`src/rtl/tdc_pkg.sv`:
```
package tdc_pkg;

  // Remote is ahead: local pipe down to its single tick, remote holds more.
  function automatic logic ahead_of(input int unsigned lo, input int unsigned ro);
    return (lo == 1) && (ro >= 2);
  endfunction

  // Remote lags by no more than x ticks.
  function automatic logic within_win(input int unsigned lo, input int unsigned ro,
                                      input int unsigned x);
    return lo <= ro + x;
  endfunction

  // A pair can be cancelled once both sides, arrivals included, hold two ticks.
  function automatic logic pair_ready(input int unsigned lo, input int unsigned ro,
                                      input int unsigned lt, input int unsigned rt);
    return (lo + lt >= 2) && (ro + rt >= 2);
  endfunction

endpackage

```
`src/rtl/tdc_pipe.sv`:
```
module tdc_pipe #(
  parameter int DEPTH = 8,
  localparam int OCC_W = $clog2(DEPTH + 1)
) (
  input  logic             clk,
  input  logic             rst_n,
  input  logic             tick,
  input  logic             pop,
  output logic [OCC_W-1:0] occ,
  output logic             ovf_evt
);

  logic full;
  logic accept;

  assign full    = (occ == OCC_W'(DEPTH));
  assign accept  = tick && (!full || pop);
  assign ovf_evt = tick && full && !pop;

  always_ff @(posedge clk) begin
    if (!rst_n) occ <= OCC_W'(1);
    else        occ <= occ + OCC_W'(accept) - OCC_W'(pop);
  end

  AST_OCC_RANGE: assert property (@(posedge clk) disable iff (!rst_n)
    (occ >= OCC_W'(1)) && (occ <= OCC_W'(DEPTH)));

  AST_POP_LEGAL: assert property (@(posedge clk) disable iff (!rst_n)
    pop |-> (32'(occ) + 32'(tick) >= 2));

endmodule

```
`src/rtl/tdc_status.sv`:
```
module tdc_status #(
  parameter int WIN_X = 4,
  parameter int OCC_W = 4
) (
  input  logic [OCC_W-1:0] lo_occ,
  input  logic [OCC_W-1:0] ro_occ,
  output logic             ahead,
  output logic             in_win
);
  import tdc_pkg::*;

  always_comb begin
    ahead  = ahead_of(32'(lo_occ), 32'(ro_occ));
    in_win = within_win(32'(lo_occ), 32'(ro_occ), WIN_X);
  end

endmodule

```
`src/rtl/tick_diff_counter.sv`:
```
module tick_diff_counter #(
  parameter int WIN_X = 4,
  parameter int DEPTH = WIN_X + 4,
  parameter int RMC_W = 16
) (
  input  logic clk,
  input  logic rst_n,
  input  logic loc_tick,
  input  logic rem_tick,
  output logic rem_ahead,
  output logic rem_in_window,
  output logic pipe_overflow
);
  import tdc_pkg::*;

  localparam int OCC_W = $clog2(DEPTH + 1);

  logic [OCC_W-1:0] lo_occ, ro_occ;
  logic             lo_ovf, ro_ovf;
  logic             pop_pair;
  logic [RMC_W-1:0] rm_cnt;

  assign pop_pair = pair_ready(32'(lo_occ), 32'(ro_occ), 32'(loc_tick), 32'(rem_tick));

  tdc_pipe #(.DEPTH(DEPTH)) u_loc_pipe (
    .clk(clk), .rst_n(rst_n), .tick(loc_tick), .pop(pop_pair),
    .occ(lo_occ), .ovf_evt(lo_ovf)
  );

  tdc_pipe #(.DEPTH(DEPTH)) u_rem_pipe (
    .clk(clk), .rst_n(rst_n), .tick(rem_tick), .pop(pop_pair),
    .occ(ro_occ), .ovf_evt(ro_ovf)
  );

  tdc_status #(.WIN_X(WIN_X), .OCC_W(OCC_W)) u_status (
    .lo_occ(lo_occ), .ro_occ(ro_occ),
    .ahead(rem_ahead), .in_win(rem_in_window)
  );

  // Removal order: the pair removed next is always tick number rm_cnt.
  always_ff @(posedge clk) begin
    if (!rst_n) begin
      rm_cnt        <= '0;
      pipe_overflow <= 1'b0;
    end else begin
      if (pop_pair) rm_cnt <= rm_cnt + RMC_W'(1);
      if (lo_ovf || ro_ovf) pipe_overflow <= 1'b1;
    end
  end

  AST_RM_STEP: assert property (@(posedge clk) disable iff (!rst_n)
    pop_pair |=> (rm_cnt == $past(rm_cnt) + RMC_W'(1)));

  AST_RM_HOLD: assert property (@(posedge clk) disable iff (!rst_n)
    !pop_pair |=> $stable(rm_cnt));

  AST_ERR_STICKY: assert property (@(posedge clk) disable iff (!rst_n)
    pipe_overflow |=> pipe_overflow);

  AST_AHEAD_ONE_LOCAL: assert property (@(posedge clk) disable iff (!rst_n)
    rem_ahead |-> (lo_occ == OCC_W'(1)));

  AST_EQUAL_IN_WIN: assert property (@(posedge clk) disable iff (!rst_n)
    (lo_occ == ro_occ) |-> (rem_in_window && !rem_ahead));

  AST_BOTH_TICKS_COUNT: assert property (@(posedge clk) disable iff (!rst_n)
    (loc_tick && rem_tick && !pipe_overflow && (lo_occ < OCC_W'(DEPTH))
     && (ro_occ < OCC_W'(DEPTH))) |-> pop_pair);

endmodule

```
`config.mk`:
```
export PLATFORM = sky130hd
export DESIGN_NAME = tick_diff_counter
export DESIGN_NICKNAME = d
export VERILOG_FILES = /design/src/rtl/tdc_pkg.sv /design/src/rtl/tdc_pipe.sv /design/src/rtl/tdc_status.sv /design/src/rtl/tick_diff_counter.sv
export SDC_FILE = /design/constraint.sdc
export NUM_CORES = 1
export LEC_CHECK = 0
export BUFFER_PORTS_ARGS = -buffer_cell sky130_fd_sc_hd__buf_2
export CAP_MARGIN = 10
export CORE_MARGIN = 2
export CORE_UTILIZATION = 55
export DETAILED_ROUTE_END_ITERATION = 16
export GPL_TIMING_DRIVEN = 1
export PLACE_DENSITY = 0.74
export SLEW_MARGIN = 20
export SYNTH_ARGS = -nofsm -noshare
export SYNTH_HDL_FRONTEND = slang
export SYNTH_HIERARCHICAL = 1
export SYNTH_SLANG_ARGS = --single-unit
```
`constraint.sdc`:
```
create_clock -name clk -period 4.2 [get_ports clk]
set_input_delay 0.63 -clock clk [delete_from_list [all_inputs] [get_ports clk]]
set_output_delay 0.63 -clock clk [all_outputs]
set_load 0.02 [all_outputs]
```
==> results.yml <==
logic_synthesis:
  synth_edf_count: 0
  async_flop_share_pct: 0
  synth_common_cells: "ha_1, inv_1, dfxtp_1"
  synth_area_um2: 796
  synth_cell_types: 26
  yosys_warnings: 6
  synth_area_per_cell_um2: 9.15
  synth_flop_cell: "dfxtp_1"
  yosys.area.top_type_share_pct: 28.3
  synth_most_common_cell: "ha_1"
  synth.largest_area_cell: "ha_1"
  synth_area_leaders: "ha_1, dfxtp_1, nand2b_1"
  synthCells: 87
  ys_seq_elements: 9
  synth_fp_nets: 111
  ys_seq_area_share_pct: 22.6
routing:
  wl_met3_um: 43
  dr.first_iter.drc_count: 14
  firstDrtPassIters: 4
  drtAntennaViolNets: 0
  m1WireLength_um: 706
  vias: 604
  wl_per_cell_um: 12.5
  routed.top_layer: "met4"
  drcViolationCount: 0
  avgViaCountPerCell: 5.39
  drt_wl_total_um: 1400
  route.met2.wl_um: 632
cells_and_area:
  nets: 122
  n_fill_cell: 124
  diodes: 0
  multi_input_area_um2: 567
  syn2layout_area_growth_pct: 9.43
  drive_gt1_share_pct: 12.4
  final_util_pct: 65.3
  regArea_um2: 180
power:
  internal_power_w: 0.000390
  power.switching_w: 0.000310
  clockPowerShare_pct: 9.8
  pwr-share-seq_pct: 23.9
  p_leak_nw: 0.440
  p_sw_share_pct: 44.2
  ir_drop_mv: 0.428
  p_per_area_nw_per_um2: 804
  p_comb_share_pct: 66.3
sta:
  min_period_over_period_pct: 66.1
  finalClockSkew_ns: 0.00395
  setup_tns_ns: 0
  setup_viol: 0
  fmax_mhz: 360
  worst_hold_slack_ns: 0.488
  min_period_ns: 2.78
  slew_viol_final: 0
  tightest_slew_ns: 0.319
  hold_viol: 0
  timing.slew.headroom_pct: 78.7
  grt_setup_unrepaired: "false"
grt:
  grt_max_degree: 12
  grt_pass1_wl_um: 2260
  antenna_found_initial: 0
  grtUsageTotal_pct: 17.4
  grt_pass1_vias: 531
  gr-total-overflow: 0
placement:
  io_buffers: 6
  place_congestion: 0.781
  dp_hpwl_um: 1080
die:
  rows: 13
  die_h_um: 42.0
  die_w_um: 42.0
  core_area_um2: 1330
  start_util_pct: 59.7
  dieArea_um2: 1770
  io_pins: 7
job:
  cap_violations: 0
critical_path:
  crit_required_ns: 4.35
  cp.arrival_ns: 2.93
  cp-end-kind: "flop"
  worst_setup_path_start_kind: "input port"
  worstSetupPathType: "in -> reg"
  crit_fanout: 6
cts:
  numClockSinks: 9
  clockBufferDepth: 2
  post_cts_buffers: 0
  clk_latency_ns: 0.26
  cts_tree: "built"
  clk_pin_slew_ns: 0.06
  cts_resized: 0
  h-tree-depth: 1
  root_buffer: "clkbuf_4"
  cts_buffers: 3
  hold_buffers: 0
run_status:
  status: "finished, final reports clean"
worst_hold_path:
  hold_path.class: "reg -> reg"
==> logic make-up after synthesis <==
logic type | after synthesis | synth area share [%]
compound gates | 16 | 14.2
xor+xnor | 2 | 2.20
fa+ha+maj | 20 | 33.3
buf+inv | 13 | 6.13
flops | 9 | 22.6
mux | 2 | 2.52
simple gates | 25 | 19.0
==> registers in the layout (all words and copies together) (netlist names) <==
register and flops:
u_loc_pipe/occ 4, pipe_overflow 1, u_rem_pipe/occ 4
==> power by group through the flow <==
stage          sequential [W]  clock (W)  combinational, W
2_1_floorplan        0.000155          0          0.000378
3_3_place_gp         0.000168          0          0.000441
3_5_place_dp         0.000168          0          0.000460
4_1_cts              0.000168  0.0000704          0.000463
5_1_grt              0.000175  0.0000754          0.000530
6_report             0.000168  0.0000687          0.000464
==> cell usage in the layout (no fill, tap or decap), types with 2 or more instances in the layout <==
cell / Yosys / layout
ha_1: 18 / 18
inv_1: 13 / 13
dfxtp_1: 9 / 9
nand2b_1: 8 / 8
buf_2: 0 / 6
a21oi_1: 4 / 4
nor2_1: 3 / 3
clkbuf_4: 0 / 3
nor2b_1: 3 / 3
nor3b_1: 2 / 2
o21ai_1: 2 / 2
and3b_1: 2 / 2
xnor2_1: 2 / 2
and2_1: 2 / 2
nand2_1: 2 / 2
a21o_1: 2 / 2
a21oi_2: 2 / 2
mux2i_1: 2 / 2
fa_1: 2 / 2
==> layout make-up <==
| cell class | count | share of cell area [%] |
|---|---|---|
| Multi-Input combinational cell | 65 | 65.1 |
| Inverter | 13 | 5.60 |
| Sequential cell | 9 | 20.7 |
| Clock buffer | 4 | 3.02 |
| Tap cell | 15 | 2.16 |
| Timing Repair Buffer | 6 | 3.45 |
==> path summary, 6_finish.rpt <==
check	from	endpoint	slack [ns]	cells after the start
worst min-delay path	pipe_overflow$_SDFFE_PN0P_	pipe_overflow$_SDFFE_PN0P_	0.49	1
worst max register to register	u_rem_pipe/occ[0]$_SDFF_PN1_	u_loc_pipe/occ[2]$_SDFF_PN0_	1.56	11
worst max-delay path	rem_tick	u_loc_pipe/occ[2]$_SDFF_PN0_	1.42	12
worst min register to register	pipe_overflow$_SDFFE_PN0P_	pipe_overflow$_SDFFE_PN0P_	0.49	1
==> worst max-delay path, stage by stage <==
cell and delay [ns]:
buf_2 0.11, ha_1 0.21, ha_1 0.26, or2_2 0.29
o32a_1 0.23, nand2b_1 0.16, o21ai_1 0.12, ha_1 0.19
inv_1 0.06, fa_1 0.38, xnor2_1 0.13, and2_1 0.15
==> per-layer routing <==
layer,up-vias,track usage (%)
met1,276,24.1
li1,318,-
met3,2,3.88
met5,-,0
met2,8,25.9
met4,0,7.50
==> stage by stage <==
| step | std cells | setup WS [ns] | power [W] | instance area [µm²] |
|---|---|---|---|---|
| 6_report | 112 | 1.42 | 0.000700 | 871 |
| 2_1_floorplan | 87 | 1.42 | 0.000533 | 796 |
| 3_5_place_dp | 108 | 1.17 | 0.000628 | 845 |
| 5_1_grt | 112 | 1.29 | 0.000780 | 871 |
| 4_1_cts | 112 | 1.43 | 0.000701 | 871 |
| 3_3_place_gp | 108 | 1.21 | 0.000609 | 845 |
Power figures use the tool's default switching activity.
